**src/rtl/dsb_pkg.sv**
```systemverilog
`timescale 1ns/1ps
package dsb_pkg;
    typedef enum logic [1:0] {
        ST_IDLE   = 2'd0,
        ST_SPLIT  = 2'd1,
        ST_CHARGE = 2'd2,
        ST_BYPASS = 2'd3
    } seq_state_e;

    localparam int NUM_LEGS = 2;
endpackage

```
**src/rtl/dsb_period_ctr.sv**
```systemverilog
`timescale 1ns/1ps
module dsb_period_ctr #(
    parameter int PERIOD = 100,
    parameter int DT_W   = 2,
    parameter int CNT_W  = $clog2(PERIOD),
    parameter int DUTY_W = $clog2(PERIOD + 1)
) (
    input  logic              clk,
    input  logic              rst_n,
    input  logic [DUTY_W-1:0] duty_cmd,
    input  logic [DT_W-1:0]   dt_cfg,
    output logic [CNT_W-1:0]  cnt,
    output logic [DUTY_W-1:0] duty_q,
    output logic [DT_W-1:0]   dt_q,
    output logic              wrap
);
    localparam logic [CNT_W-1:0]  LAST = CNT_W'(PERIOD - 1);
    localparam logic [DUTY_W-1:0] DMAX = DUTY_W'(PERIOD);

    assign wrap = (cnt == LAST);

    // Period counter; settings are captured on the last count only
    always_ff @(posedge clk) begin
        if (!rst_n) begin
            cnt    <= '0;
            duty_q <= '0;
            dt_q   <= DT_W'(1);
        end else begin
            cnt <= wrap ? '0 : cnt + 1'b1;
            if (wrap) begin
                duty_q <= (duty_cmd > DMAX) ? DMAX : duty_cmd;
                dt_q   <= (dt_cfg == '0) ? DT_W'(1) : dt_cfg;
            end
        end
    end
endmodule

```
**src/rtl/dsb_leg.sv**
```systemverilog
`timescale 1ns/1ps
module dsb_leg #(
    parameter int DT_W = 2
) (
    input  logic            clk,
    input  logic            rst_n,
    input  logic            req,
    input  logic [DT_W-1:0] dt_q,
    output logic            hs,
    output logic            ls
);
    logic            last_q;
    logic [DT_W-1:0] hold_q;

    // A request change reloads the gap timer; both sides stay off until it empties
    always_ff @(posedge clk) begin
        if (!rst_n) begin
            last_q <= 1'b0;
            hold_q <= '0;
        end else if (req != last_q) begin
            last_q <= req;
            hold_q <= dt_q;
        end else if (hold_q != '0) begin
            hold_q <= hold_q - 1'b1;
        end
    end

    assign hs = (hold_q == '0) &&  last_q;
    assign ls = (hold_q == '0) && !last_q;
endmodule

```
**src/rtl/dsb_gate_seq.sv**
```systemverilog
`timescale 1ns/1ps
module dsb_gate_seq
    import dsb_pkg::*;
#(
    parameter  int PERIOD = 100,
    parameter  int CHG_W  = 6,
    parameter  int DT_W   = 2,
    localparam int CNT_W  = $clog2(PERIOD),
    localparam int DUTY_W = $clog2(PERIOD + 1)
) (
    input  logic              clk,
    input  logic              rst_n,
    input  logic [DUTY_W-1:0] duty_cmd,
    input  logic [DT_W-1:0]   dt_cfg,
    input  logic [CHG_W-1:0]  chg_len,
    input  logic              surge_in,
    output logic              g_chg_hi,
    output logic              g_chg_lo,
    output logic              g_tap_up,
    output logic              g_tap_lo,
    output logic              g_link,
    output logic              g_up_hs,
    output logic              g_up_ls,
    output logic              g_lo_hs,
    output logic              g_lo_ls
);
    localparam int PW    = CNT_W + 1;
    localparam int CMP_W = CNT_W + 2;
    localparam int QW    = $clog2(PERIOD + 1);

    logic [CNT_W-1:0]  cnt;
    logic [DUTY_W-1:0] duty_q;
    logic [DT_W-1:0]   dt_q;
    logic              wrap;
    logic [NUM_LEGS-1:0] leg_hs, leg_ls;

    seq_state_e       state_q, state_d;
    logic [CHG_W-1:0] left_q, left_d;
    logic [QW-1:0]    quiet_q;
    logic             quiet_full, chg_start, run;

    dsb_period_ctr #(.PERIOD(PERIOD), .DT_W(DT_W), .CNT_W(CNT_W), .DUTY_W(DUTY_W)) u_ctr (
        .clk(clk), .rst_n(rst_n), .duty_cmd(duty_cmd), .dt_cfg(dt_cfg),
        .cnt(cnt), .duty_q(duty_q), .dt_q(dt_q), .wrap(wrap)
    );

    // One dead-time leg per phase, each offset by an equal share of the period
    for (genvar i = 0; i < NUM_LEGS; i++) begin : g_leg
        localparam int OFS = i * (PERIOD / NUM_LEGS);
        logic [PW-1:0] raw, pos;
        logic          req;
        assign raw = {1'b0, cnt} + PW'(OFS);
        assign pos = (raw >= PW'(PERIOD)) ? raw - PW'(PERIOD) : raw;
        assign req = CMP_W'(pos) < CMP_W'(duty_q);
        dsb_leg #(.DT_W(DT_W)) u_leg (
            .clk(clk), .rst_n(rst_n), .req(req), .dt_q(dt_q),
            .hs(leg_hs[i]), .ls(leg_ls[i])
        );
    end

    // Rectifier turns on the clock after count duty+dt
    assign chg_start  = (CMP_W'(cnt) == CMP_W'(duty_q) + CMP_W'(dt_q)) && !wrap && (chg_len != '0);
    assign quiet_full = (quiet_q == QW'(PERIOD - 1));

    always_comb begin
        state_d = state_q;
        left_d  = left_q;
        if (surge_in) begin
            state_d = ST_BYPASS;
        end else begin
            unique case (state_q)
                ST_IDLE:   state_d = ST_SPLIT;
                ST_SPLIT:  if (chg_start) begin
                               state_d = ST_CHARGE;
                               left_d  = chg_len;
                           end
                ST_CHARGE: if (left_q == CHG_W'(1) || wrap) state_d = ST_SPLIT;
                           else left_d = left_q - 1'b1;
                ST_BYPASS: if (wrap && quiet_full) state_d = ST_SPLIT;
                default:   state_d = ST_IDLE;
            endcase
        end
    end

    // State register with quiet-time counter
    always_ff @(posedge clk) begin
        if (!rst_n) begin
            state_q <= ST_IDLE;
            left_q  <= '0;
            quiet_q <= '0;
        end else begin
            state_q <= state_d;
            left_q  <= left_d;
            quiet_q <= surge_in ? '0 : (quiet_full ? quiet_q : quiet_q + 1'b1);
        end
    end

    // Output decode
    always_comb begin
        g_chg_hi = 1'b0;
        g_chg_lo = 1'b0;
        g_tap_up = 1'b0;
        g_tap_lo = 1'b0;
        g_link   = 1'b0;
        run      = 1'b1;
        unique case (state_q)
            ST_IDLE:   run = 1'b0;
            ST_SPLIT:  begin
                           g_tap_up = 1'b1;
                           g_tap_lo = 1'b1;
                       end
            ST_CHARGE: begin
                           g_chg_hi = leg_ls[0];
                           g_chg_lo = leg_ls[0];
                       end
            ST_BYPASS: g_link = 1'b1;
            default:   run = 1'b0;
        endcase
        g_up_hs = run && leg_hs[0];
        g_up_ls = run && leg_ls[0];
        g_lo_hs = run && leg_hs[1];
        g_lo_ls = run && leg_ls[1];
    end
endmodule

```
**config.mk**
```make
export PLATFORM = sky130hd
export DESIGN_NAME = dsb_gate_seq
export DESIGN_NICKNAME = d
export VERILOG_FILES = /design/src/rtl/dsb_pkg.sv /design/src/rtl/dsb_period_ctr.sv /design/src/rtl/dsb_leg.sv /design/src/rtl/dsb_gate_seq.sv
export SDC_FILE = /design/constraint.sdc
export NUM_CORES = 1
export LEC_CHECK = 0
export BUFFER_PORTS_ARGS = -buffer_cell sky130_fd_sc_hd__buf_4
export CORE_MARGIN = 2
export CORE_UTILIZATION = 60
export CTS_CLUSTER_SIZE = 8
export DETAILED_ROUTE_END_ITERATION = 10
export PLACE_DENSITY = 0.84
export SLEW_MARGIN = 25
export SYNTH_ARGS = -nofsm -noshare
export SYNTH_HDL_FRONTEND = slang
export SYNTH_SLANG_ARGS = --single-unit
```
**constraint.sdc**
```tcl
create_clock -name clk -period 9.1 [get_ports clk]
set_input_delay 0.91 -clock clk [delete_from_list [all_inputs] [get_ports clk]]
set_output_delay 0.91 -clock clk [all_outputs]
set_load 0.02 [all_outputs]
```
---- Word level (Yosys, flattened, before mapping) ----
Cells that the tools add are included.
cells by class
  add/sub/neg operators ................... 9
  $lt $le $gt $ge ......................... 5
  eq/ne operators ......................... 14
  muxes and demuxes ....................... 20
  bitwise gates (word level) .............. 2
  reduce and logical (&&, ||, !) cells .... 29
operators by type and width
  cell                                                                   number
  2-bit two-way mux                                                      9
  8-bit by 7-bit less-than comparator with 1-bit output                  2
  8-bit two-way mux                                                      2
  7-bit by 1-bit adder with 7-bit output, second input constant          2
  7-bit equality test, second input constant                             2
  6-bit two-way mux                                                      2
  6-bit case mux with 2 select lines                                     1
  1-bit logical AND                                                      11
  2-bit nonzero test                                                     5
  3-bit inequality test, second input constant                           3
  7-bit by 2-bit adder with 8-bit output                                 1
  7-bit by 6-bit adder with 8-bit output, second input constant          1
  7-bit by 8-bit equality test with 1-bit output                         1
  8-bit by 7-bit >= comparator with 1-bit output, second input constant  1
  2-bit zero test                                                        4
  2-bit case mux with 4 select lines                                     1
  7-bit by 7-bit subtractor with 8-bit output, second input constant     1
  8-bit by 7-bit subtractor with 8-bit output, second input constant     1
  7-bit >= comparator, second input constant                             1
  7-bit > comparator, second input constant                              1
  7-bit two-way mux                                                      1
  6-bit by 1-bit equality test with 1-bit output, second input constant  1
  6-bit nonzero test                                                     1
  6-bit by 1-bit subtractor with 6-bit output, second input constant     1
  other kinds (12)                                                       23
storage, ports and cells
  flip-flop bits (word level) ............. 37
  output and inout bits ................... 9
  logic and storage cells ................. 89

---- Depth between registers and ports, before layout ----
Gate-level depths: netlist of run 1.
  depth after elaboration ................. 7
  depth in mapped cells ................... 16

---- By module ----
From an unflattened synthesis of run 1, not the netlist that was laid out.
second synthesis, totals
  cell total of the unflattened synthesis .. 351
  area, all modules ....................... 2850.2 um^2
modules (own cells, without submodules)
  module          times used  cells each  area an instance (um^2)
  dsb_gate_seq    1           236         1764.2
  dsb_period_ctr  1           79          723.2
  dsb_leg         2           18          181.4

---- Worst setup path after synthesis of run 1 ----
No wires, ideal clock.
  path type ............................... register to register
  start ................................... register u_ctr.cnt[1]
  end ..................................... register g_leg[1].u_leg.hold_q[0]
  data arrival time ....................... 3.156 ns
  data required time ...................... 9.021 ns
  setup slack ............................. 5.866 ns
  stages on the path, launching flop included .. 16
  path through ............................ dfxtp_1 > ha_1 > xnor2_1 > ha_1 > nand2_1 > a311o_1 > a21boi_1 > nor2b_1 > xnor2_1 > ha_1 > a21o_1 > a21oi_1 > o21a_1 > o21ai_2 > or3_1 > o211ai_1
on the way
  word-level cells in the longest chain between the ends .. 6
  elaborated cells between the ends (all ways) .. 8
ends and longest elaborated chain
  element                                                                                                               RTL line              text
  start, declared                                                                                                       dsb_period_ctr.sv:12  output logic [CNT_W-1:0] cnt,
  start signal, assigned                                                                                                dsb_period_ctr.sv:29  cnt <= wrap ? '0 : cnt + 1'b1;
  7-bit by 6-bit adder with 8-bit output (*)                                                                            dsb_gate_seq.sv:52    assign raw = {1'b0, cnt} + PW'(OFS);
  8-bit by 7-bit subtractor with 8-bit output / 8-bit by 7-bit >= comparator with 1-bit output (equally long branches)  dsb_gate_seq.sv:53    assign pos = (raw >= PW'(PERIOD)) ? raw - PW'(PERIOD) : raw;
  8-bit two-way mux (*)                                                                                                 dsb_gate_seq.sv:53
  8-bit by 7-bit less-than comparator with 1-bit output (*)                                                             dsb_gate_seq.sv:54    assign req = CMP_W'(pos) < CMP_W'(duty_q);
  1-bit inequality test (*)                                                                                             dsb_leg.sv:20         end else if (req != last_q) begin
  2-bit two-way mux / 2-bit nonzero test (equally long branches)                                                        --
  end signal, assigned                                                                                                  dsb_leg.sv:22         hold_q <= dt_q;
  end signal, assigned                                                                                                  dsb_leg.sv:24         hold_q <= hold_q - 1'b1;
  end, declared                                                                                                         dsb_leg.sv:13         logic [DT_W-1:0] hold_q;
Every way passes the cells marked *; elsewhere a longest branch is shown, timed or not.
A chain may end at the register's enable or synchronous reset.

---- Worst setup path after layout of run 1 ----
  start ................................... register u_ctr.cnt[2]
  end ..................................... register g_leg[1].u_leg.hold_q[0]
The elaborated chain is that of the path after synthesis.

==> results.json, run 1 <==
{
  "power.internal_mw": 0.312,
  "critical_path_class": "reg -> reg",
  "num_antenna_cells": 0,
  "gr-usage-met3_pct": 5.42,
  "dp_cells": 416,
  "yosysWarningCount": 0,
  "crit_slowest_cell": "dfxtp_1",
  "h-tree-depth": 2,
  "r2r-start": "u_ctr.cnt[2]",
  "setup_viol": 0,
  "cts_buffers": 5,
  "clk_pin_slew_ns": 0.08,
  "gp_congestion": 0.918,
  "status": "complete, no violations",
  "syn2layout_area_growth_pct": 10.4,
  "rows": 24,
  "viasPerCell": 5.82,
  "ios": 27,
  "finalCriticalPeriod_ns": 3.77,
  "slew_viol_final": 0,
  "coreArea_um2": 4410,
  "crit_path_end": "g_leg[1].u_leg.hold_q[0]",
  "path_cells": "ha_1, nand2_1, xnor2_1, a311o_1, a21boi_1, nor2b_1, xnor2_1, ha_1, a21o_1, a21oi_1, o21a_1, o21ai_2, or3_1, o211ai_1",
  "wl_per_cell_um": 14.0,
  "die_area_um2": 5180,
  "ctsResizeCount": 0,
  "antenna_left": 0,
  "synth_cell_types": 48,
  "grt_util_met1_pct": 33.0,
  "reg2regPathDepth": 14,
  "busiest_layer": "met2",
  "power_density_nw_per_um2": 149,
  "clock.fmax_ghz": 0.265,
  "drt_iter0_drc": 100,
  "fp.dieH_um": 72.0,
  "met2_usage_pct": 40.8,
  "p_comb_share_pct": 27.5,
  "p_sw_mw": 0.145,
  "cp-startpoint": "u_ctr.cnt[2]",
  "r2r-end": "g_leg[1].u_leg.hold_q[0]",
  "synth-compound-area-share_pct": 17.7,
  "yosys.area_share.xor_xnor_pct": 9.16,
  "place.detailed.hpwl_um": 4510,
  "cp.arrival_ns": 4.00,
  "cp.required_ns": 9.32,
  "n_fill_cell": 361,
  "io_buffers": 26,
  "cp-start-kind": "flop",
  "cts_buffer_depth": 2,
  "dr_total_vias": 2467,
  "die_x_um": 72.0,
  "worstHoldPathType": "reg -> reg",
  "cap_violations": 0,
  "postSynthCellCount": 353,
  "postCtsSetupRepairBufs": 0,
  "slew_headroom_pct": 56.7,
  "crit_fanout": 11,
  "synthAdderAreaFrac_pct": 13.4,
  "critPathMaxStageDelay_ns": 0.59,
  "p_seq_share_pct": 40.3,
  "seq_area_frac_synth_pct": 26.7,
  "synth_top_family_by_area": "simple AND/OR/NAND/NOR gates",
  "synth.avg_cell_area_um2": 7.86,
  "reg2reg_slack_ns": 5.33,
  "dr.pass1.iters": 4,
  "cts-root-buf": "clkbuf_8",
  "synth_mux_area_share_pct": 1.44,
  "nets": 418,
  "synth_seq_cells": 37,
  "grt_pass1_wl_um": 10300,
  "rsz0062_at_grt": "false",
  "min_path_cells": 2,
  "synth_flop_cell": "dfxtp_1",
  "grt_antenna_before_repair": 0,
  "clkPwrFrac_pct": 32.2,
  "grt-ovfl-total": 0,
  "final_cell_mix": "37 x dfxtp_1, 35 x nor2_1, 32 x nand2_1",
  "synth_edf_count": 0,
  "final.setup.tns_ns": 0,
  "postRouteWirelength_um": 5950,
  "final_common_cell": "dfxtp_1",
  "drive_gt1_share_pct": 12.1,
  "p_leak_nw": 1.24,
  "vdd_drop_max_mv": 0.105,
  "timing.final.crit_share_pct": 41.5,
  "syn-num-nets": 400,
  "grt_start_max_net_pins": 22,
  "drc": 0,
  "syn_area_um2": 2770,
  "clock_latency_ns": 0.30,
  "layout.cells.non_filler": 424,
  "max_slew.worst_pin.slew_ns": 0.647,
  "switching_share_pct": 31.7,
  "track_usage_pct": 25.0,
  "cts.sinks": 37,
  "clock_skew_ns": 0.00781,
  "cts_hold_buf": 0,
  "hold_viol": 0,
  "synth_simple_gate_area_share_pct": 25.5,
  "grt_pass1_vias": 2312,
  "cts_tree": "yes",
  "endpoint_kind": "flop",
  "synth_async_sr_flop_share_pct": 0,
  "start_util_pct": 62.8
}
state kept, by name, indices dropped and copies added (netlist names):
signal / cells
quiet_q: 7
u_ctr.cnt: 7
u_ctr.duty_q: 7
left_q: 6
g_leg.u_leg.hold_q: 4
g_leg.u_leg.last_q: 2
state_q: 2
u_ctr.dt_q: 2
kinds of logic (layout without fill, tap and decap cells):
group                    Yosys count  in the layout
flip-flops                        37             37
adder cells (fa/ha/maj)           29             29
AO/OA/AOI/OAI                     75             75
AND/OR/NAND/NOR                  143            143
multiplexers                       4              4
XOR/XNOR                          29             29
buffers and inverters             36             55
power groups by stage:
stage | Combinational, mW | Clock [mW] | Sequential, mW
after detailed placement | 0.124 | 0 | 0.188
after global placement | 0.120 | 0 | 0.187
final | 0.126 | 0.147 | 0.184
after CTS | 0.126 | 0.148 | 0.184
after floorplan | 0.0952 | 0 | 0.184
after global routing | 0.143 | 0.155 | 0.186
per-layer routing:
metal	routed length (µm)	vias to the layer above	share of wire (%)
li1	-	1267	-
met1	2810	1126	47
met2	2710	61	46
met3	299	13	5.0
met4	132	0	2.2
met5	0	-	0
critical path: cells and delay by family (launching register included):
kind                     cells  cell delay, ns
flip-flops                   1            0.59
XOR/XNOR                     2            0.53
adder cells (fa/ha/maj)      2            0.62
AO/OA/AOI/OAI                7            1.35
AND/OR/NAND/NOR              3            0.60
final cells by class:
| cell class | count | area [µm²] | area share (%) |
|---|---|---|---|
| clock inverter | 3 | 43.8 | 1.43 |
| multi-input combinational | 280 | 1870 | 61.1 |
| timing repair buffer | 26 | 195 | 6.37 |
| tap | 52 | 65.1 | 2.12 |
| inverter | 21 | 78.8 | 2.57 |
| sequential | 37 | 741 | 24.2 |
| clock buffer | 5 | 68.8 | 2.25 |
Yosys cell counts, drive strengths merged (3+ instances only):
library cell,number,area [µm²]
a211oi,7,62.6
a21o,6,45.0
a21oi,25,129
and2,3,18.8
and3,5,31.3
buf,9,67.6
clkbuf,6,22.5
dfxtp,37,741
ha,28,350
inv,21,78.8
mux2i,4,40.0
nand2,32,120
nand2b,10,62.6
nand3,18,90.1
nand3b,3,22.5
nand4,6,37.5
nand4b,3,26.3
nor2,35,131
nor2b,3,18.8
nor3,11,55.1
nor3b,3,22.5
o21a,3,22.5
o21ai,18,93.8
or2,3,18.8
or3,4,25.0
xnor2,16,140
xor2,13,114
per-stage QoR:
step,util [%],total power [mW],setup WS (ns),area [µm²],hold WS [ns]
floorplan,-,0.279,5.87,2770,0.450
global placement,66.7,0.307,5.64,2940,0.470
detailed placement,66.7,0.312,5.42,2940,0.479
CTS,69.2,0.458,5.38,3060,0.491
global route,69.4,0.484,5.11,3060,0.528
finish,69.4,0.457,5.33,3060,0.491
worst min-delay path by stage:
| stage | from | to | slack, ns |
|---|---|---|---|
| 2_1_floorplan | left_q[2] | left_q[2] | 0.45 |
| 3_3_place_gp | quiet_q[6] | quiet_q[6] | 0.47 |
| 3_5_place_dp | quiet_q[5] | quiet_q[5] | 0.48 |
| 4_1_cts | quiet_q[5] | quiet_q[5] | 0.49 |
| 5_1_grt | left_q[4] | left_q[4] | 0.53 |
| 6_report | quiet_q[5] | quiet_q[5] | 0.49 |
Note: power is estimated with default switching activity, not from simulation.
==> run 2: changes to the inputs <==
--- a/config.mk
+++ b/config.mk
@@ -5,12 +5,13 @@
 export SDC_FILE = /design/constraint.sdc
 export NUM_CORES = 1
 export LEC_CHECK = 0
+export ABC_AREA = 1
 export BUFFER_PORTS_ARGS = -buffer_cell sky130_fd_sc_hd__buf_4
 export CORE_MARGIN = 2
-export CORE_UTILIZATION = 60
+export CORE_UTILIZATION = 54
 export CTS_CLUSTER_SIZE = 8
 export DETAILED_ROUTE_END_ITERATION = 10
-export PLACE_DENSITY = 0.84
+export PLACE_DENSITY = 0.8
 export SLEW_MARGIN = 25
 export SYNTH_ARGS = -nofsm -noshare
 export SYNTH_HDL_FRONTEND = slang
==> constraint.sdc (replaced) <==
create_clock -name clk -period 3.44 [get_ports clk]
set_input_delay 0.344 -clock clk [delete_from_list [all_inputs] [get_ports clk]]
set_output_delay 0.344 -clock clk [all_outputs]
set_load 0.02 [all_outputs]
==> run 2 against run 1 <==
- largest power group unchanged
- sequential cell count unchanged
- final cell count increased by 24%
- power grew to 2.7 times the previous value
- non-clock buffer count rose by 1
- synthesized area is 2.1% higher
- critical endpoint unchanged
==> results.json, run 2 <==
{
  "status": "complete, no violations",
  "cpMostUsedCell": "nand2_1",
  "synth_top_area_share_pct": 26.1,
  "cp-start-kind": "flop",
  "crit_slowest_cell": "dfxtp_1",
  "synth.avg_cell_area_um2": 6.63,
  "timing.final.crit_share_pct": 89.9,
  "yosys.area_share.xor_xnor_pct": 4.28,
  "path_buf_inv": 0,
  "critPathMaxStageDelay_ns": 0.39,
  "clock.fmax_ghz": 0.323,
  "path_delay_family": "simple AND/OR/NAND/NOR gates",
  "hold_viol": 0,
  "whs_ns": 0.286,
  "final.setup.tns_ns": 0,
  "setup_viol": 0,
  "postSynthCellCount": 427,
  "p_leak_nw": 1.56,
  "h-tree-depth": 2,
  "vdd_drop_max_mv": 0.230,
  "max_slew.worst_pin.slew_ns": 0.688,
  "grt_pass1_vias": 2685,
  "min_path_cells": 2,
  "critical_path_class": "reg -> reg",
  "dr.pass1.iters": 4,
  "syn2layout_area_growth_pct": 12.9,
  "top_regs": "quiet_q: 7 flops, u_ctr.cnt: 7 flops, u_ctr.duty_q: 7 flops",
  "syn-num-nets": 474,
  "viasPerCell": 5.27,
  "grt-ovfl-total": 0,
  "grt_antenna_before_repair": 0,
  "drc": 0,
  "syn_area_um2": 2830,
  "synth_top_family_by_area": "simple AND/OR/NAND/NOR gates",
  "synth_mux_area_share_pct": 0,
  "cts.sinks": 37,
  "endpoint_kind": "flop",
  "synth_edf_count": 0,
  "synthAdderAreaFrac_pct": 13.1,
  "wl_per_cell_um": 12.2,
  "final_util_pct": 63.0,
  "rsz0062_at_grt": "false",
  "clock_latency_ns": 0.29,
  "dr_total_vias": 2766,
  "synth_cell_types": 41,
  "r2r-start": "u_ctr.cnt[1]",
  "cts_buffer_depth": 2,
  "power_density_nw_per_um2": 384,
  "yosysWarningCount": 0,
  "power_mw": 1.23,
  "synth_area_leader_cell": "dfxtp_1",
  "reg2regPathDepth": 19,
  "synth_seq_cells": 37,
  "postRouteWirelength_um": 6410,
  "slew_viol_final": 0,
  "cp.required_ns": 3.64,
  "slew_headroom_pct": 53.6,
  "synth_flop_cell": "dfxtp_1",
  "worstHoldPathType": "in -> reg",
  "antenna_left": 0,
  "coreArea_um2": 5070,
  "postCtsSetupRepairBufs": 0,
  "place.detailed.hpwl_um": 5090,
  "cts_buffers": 5,
  "hold_end": "u_ctr.dt_q[0]",
  "fp.dieH_um": 76.4,
  "post-synth-top-count-cell": "nand2_1",
  "grt_pass1_wl_um": 11400,
  "rows": 26,
  "reg2reg_slack_ns": 0.35,
  "cp.arrival_ns": 3.29,
  "final_cell_mix": "100 x nand2_1, 62 x inv_1, 45 x nor2_1",
  "cts_tree": "yes",
  "worstHoldStart": "dt_cfg[0]",
  "final_common_cell": "nand2_1",
  "cts_hold_buf": 0,
  "synth_simple_gate_area_share_pct": 33.6,
  "ctsResizeCount": 0,
  "drt_iter0_drc": 140,
  "crit_fanout": 7,
  "synth_async_sr_flop_share_pct": 0,
  "grt_start_max_net_pins": 20,
  "track_usage_pct": 23.7,
  "die_area_um2": 5840,
  "gp_congestion": 0.956,
  "ios": 27,
  "seq_area_frac_synth_pct": 26.1,
  "r2r-end": "g_leg[1].u_leg.hold_q[0]",
  "drive_gt1_share_pct": 12.7,
  "clk_pin_slew_ns": 0.08,
  "synth-compound-area-share_pct": 12.6,
  "die_x_um": 76.4,
  "cap_violations": 0,
  "num_antenna_cells": 0,
  "synthTopCellsByArea": "dfxtp_1 26%, nand2_1 13%, ha_1 12%",
  "finalCriticalPeriod_ns": 3.09,
  "synth.cells.most_frequent": "100 x nand2_1, 62 x inv_1, 45 x nor2_1",
  "cts-root-buf": "clkbuf_8",
  "io_buffers": 26,
  "start_util_pct": 55.8,
  "nets": 501,
  "path_cells": "ha_1, or2_2, nand2_1, ha_1, nand2_1, o21ai_2, nand2_2, nand2_1, o21ai_0, ha_1, nand2_1, o21ai_0, nand4_1, nand3_2, nand2_1, nand2_1, nand2_1, nand2_1, nor2_1",
  "clock_skew_ns": 0.00302
}
==> run 2: changes by cell type after synthesis, sizes merged, moves of 6 or more <==
cell and delta:
nor2 +13, nand2b -10, a211oi -6, xnor2 -13, inv +45, nand2 +73, nand3 +13
==> run 2: cell type report <==
cell class | instances | area, µm²
fillers | 478 | 1880
well taps | 70 | 87.6
clock inverters | 3 | 46.3
multi-input cells | 316 | 1800
inverters | 67 | 251
flip-flops and latches | 37 | 741
clock buffers | 5 | 68.8
repair buffers | 27 | 203
==> run 2: logic make-up after synthesis <==
| logic type | count (synthesis) |
|---|---|
| xor+xnor | 13 |
| fa+ha+maj | 29 |
| buf+inv | 74 |
| compound gates | 63 |
| simple gates | 211 |
| flops | 37 |
==> run 2: per-layer routing <==
metal	global-route usage (%)	part of all wire (%)	vias up	wire length [µm]
li1	-	-	1438	-
met1	28.5	45	1267	2900
met2	42.1	48	49	3060
met3	3.91	4.6	12	295
met4	8.91	2.5	0	159
met5	0	0	-	0
==> run 2: metrics by stage <==
| stage | instances | area (µm²) | worst slack (ns) |
|---|---|---|---|
| after CTS | 525 | 3200 | 0.407 |
| after global placement | 517 | 3080 | 0.586 |
| after global routing | 525 | 3200 | 0.00643 |
| final | 525 | 3200 | 0.349 |
| after detailed placement | 517 | 3080 | 0.440 |
| after floorplan | 427 | 2830 | 0.694 |
==> run 2: power by group <==
part | internal [mW] | switching [mW] | total [mW]
Sequential | 0.462 | 0.0255 | 0.488
Clock | 0.217 | 0.174 | 0.391
Combinational | 0.142 | 0.207 | 0.349
Total | 0.821 | 0.406 | 1.23
==> run 2: how the worst max path moves through the flow <==
stage / depth (start not counted) / startpoint / slack (ns) / to
floorplan: 18 / u_ctr.cnt[1] / 0.69 / g_leg[1].u_leg.hold_q[0]
global placement: 18 / u_ctr.cnt[1] / 0.59 / g_leg[1].u_leg.hold_q[0]
detailed placement: 19 / u_ctr.cnt[1] / 0.44 / g_leg[1].u_leg.hold_q[0]
CTS: 19 / u_ctr.cnt[1] / 0.41 / g_leg[1].u_leg.hold_q[0]
global route: 19 / u_ctr.cnt[1] / 0.006 / g_leg[1].u_leg.hold_q[0]
finish: 19 / u_ctr.cnt[1] / 0.35 / g_leg[1].u_leg.hold_q[0]
==> run 3: changes to the inputs <==
--- a/config.mk
+++ b/config.mk
@@ -8,10 +8,10 @@
 export ABC_AREA = 1
 export BUFFER_PORTS_ARGS = -buffer_cell sky130_fd_sc_hd__buf_4
 export CORE_MARGIN = 2
-export CORE_UTILIZATION = 54
+export CORE_UTILIZATION = 40
 export CTS_CLUSTER_SIZE = 8
 export DETAILED_ROUTE_END_ITERATION = 10
-export PLACE_DENSITY = 0.8
+export PLACE_DENSITY = 0.63
 export SLEW_MARGIN = 25
 export SYNTH_ARGS = -nofsm -noshare
 export SYNTH_HDL_FRONTEND = slang
==> constraint.sdc (replaced) <==
create_clock -name clk -period 2.6 [get_ports clk]
set_input_delay 0.26 -clock clk [delete_from_list [all_inputs] [get_ports clk]]
set_output_delay 0.26 -clock clk [all_outputs]
set_load 0.02 [all_outputs]
==> run 3 against run 2 <==
- the run now ends with negative setup slack left
- sequential cell count is the same
- combinational power up 52%
- final cell count is 11% higher
- maximum frequency increased by 15%
- non-clock buffer count rose by 33
- critical endpoint is now g_leg[1].u_leg.hold_q[1]
- highest routed layer unchanged
==> results.json, run 3 (same netlist as run 2, synthesis figures left out) <==
{
  "grt_pass1_vias": 2760,
  "io_buffers": 26,
  "final_common_cell": "nand2_1",
  "cp.arrival_ns": 2.88,
  "ios": 27,
  "viasPerCell": 4.89,
  "rows": 30,
  "rsz0062_at_grt": "true",
  "clock_latency_ns": 0.29,
  "drc": 0,
  "final_util_pct": 53.8,
  "cp-start-kind": "flop",
  "vdd_drop_max_mv": 0.299,
  "die_x_um": 88.2,
  "clk_pin_slew_ns": 0.08,
  "cts_buffer_depth": 2,
  "drt_iter0_drc": 110,
  "setup_viol": 2,
  "layout.cells.non_filler": 584,
  "antenna_left": 0,
  "finalCriticalPeriod_ns": 2.69,
  "grt_pass1_wl_um": 11900,
  "cts_buffers": 5,
  "timing.final.crit_share_pct": 103,
  "failed_checks": "negative setup slack",
  "dp_cells": 564,
  "dr.pass1.iters": 5,
  "fp.dieH_um": 88.2,
  "power_density_nw_per_um2": 445,
  "dr_total_vias": 2858,
  "start_util_pct": 41.5,
  "syn2layout_area_growth_pct": 29.9,
  "h-tree-depth": 2,
  "hold_viol": 0,
  "cap_violations": 0,
  "status": "finished, violations left",
  "cts-root-buf": "clkbuf_8",
  "worstHoldPathType": "in -> reg",
  "p_leak_nw": 1.74,
  "nets": 534,
  "critical_path_class": "reg -> reg",
  "drive_gt1_share_pct": 26.2,
  "clock.fmax_ghz": 0.372,
  "endpoint_kind": "flop",
  "cts.sinks": 37,
  "wl_per_cell_um": 12.0,
  "track_usage_pct": 19.4,
  "cts_hold_buf": 0,
  "grt-ovfl-total": 0,
  "cp.required_ns": 2.79,
  "max_slew.worst_pin.slew_ns": 0.568,
  "top_regs": "quiet_q: 7 flops, u_ctr.cnt: 7 flops, u_ctr.duty_q: 7 flops",
  "cts_tree": "yes",
  "final_cell_mix": "85 x nand2_1, 59 x inv_1, 58 x buf_4",
  "slew_headroom_pct": 61.7,
  "gp_congestion": 0.846,
  "clock_skew_ns": 0.00789,
  "slew_viol_final": 0,
  "num_antenna_cells": 0,
  "grt_start_max_net_pins": 20,
  "postRouteWirelength_um": 6990,
  "die_area_um2": 7770,
  "grt_antenna_before_repair": 0,
  "coreArea_um2": 6830,
  "place.detailed.hpwl_um": 5350,
  "crit_fanout": 5,
  "fin_ws_ns": -0.0900
}
[run 3: cell count changes in the layout (fill, tap and decap cells not counted), sizes merged]
cell	delta
buf	+33
bufinv	-1
clkbuf	+2
clkinv	-1
clkinvlp	-1
inv	+1
[run 3: timing repair]
| item | in CTS | in global routing |
|---|---|---|
| pin swaps | 20 | 23 |
| endpoints found under the setup margin | 3 | 5 |
| endpoints found under the hold margin | 0 | 0 |
| gates cloned | 0 | 0 |
| gates resized for setup | 22 | 22 |
| buffers inserted | 10 | 2 |
[run 3: path summary, 6_finish.rpt]
| kind | from | end | slack (ns) | cells past startpoint |
|---|---|---|---|---|
| max | u_ctr.cnt[2] | g_leg[1].u_leg.hold_q[1] | -0.09 | 19 |
| min reg2reg | u_ctr.cnt[0] | u_ctr.cnt[0] | 0.48 | 1 |
| min | dt_cfg[0] | u_ctr.dt_q[0] | 0.21 | 2 |
| max reg2reg | u_ctr.cnt[2] | g_leg[1].u_leg.hold_q[1] | -0.09 | 19 |
[run 3: where the power goes]
part,switching [mW],internal [mW],total [mW]
logic,0.296,0.234,0.530
registers,0.0323,0.612,0.644
clock network,0.217,0.245,0.462
total,0.545,1.09,1.64
[run 3: area by class of cell]
type | count | area (µm²)
Clock inverter | 1 | 8.76
Tap cell | 96 | 120
Inverter | 67 | 254
Clock buffer | 7 | 96.3
Fill cell | 678 | 3150
Sequential cell | 37 | 749
Timing Repair Buffer | 60 | 467
Multi-Input combinational cell | 316 | 1980
[run 3: critical path: stages (launching register included)]
cell and delay (ns):
dfxtp_4 0.37, ha_4 0.16, or2_4 0.24, nand2_4 0.09
ha_4 0.15, nand2_4 0.06, o21ai_4 0.19, nand2_4 0.09
nand2_2 0.07, o21ai_1 0.06, ha_1 0.31, nand2_1 0.08
o21ai_2 0.14, nand4_1 0.16, nand3_2 0.14, nand2_1 0.06
nand2_1 0.07, nand2_1 0.05, nand2_1 0.06, nor2_1 0.04
[run 3: per-stage QoR]
step	setup TNS (ns)	instance area, µm²	hold WS (ns)	total power, mW	worst slack (ns)
after floorplan	0	2870	0.414	0.998	0.0215
after global placement	-0.280	3310	0.454	1.13	-0.141
after detailed placement	-0.730	3310	0.463	1.14	-0.289
after CTS	-0.165	3600	0.202	1.64	-0.0916
after global routing	-0.712	3680	0.217	1.76	-0.274
final	-0.170	3680	0.207	1.64	-0.0900
[run 3: layer usage]
metal	global-route usage (%)	vias to the layer above	routed length (µm)
li1	-	1505	-
met1	23.9	1283	3220
met2	33.1	58	3270
met3	4.52	12	333
met4	7.16	0	157
met5	0	-	0
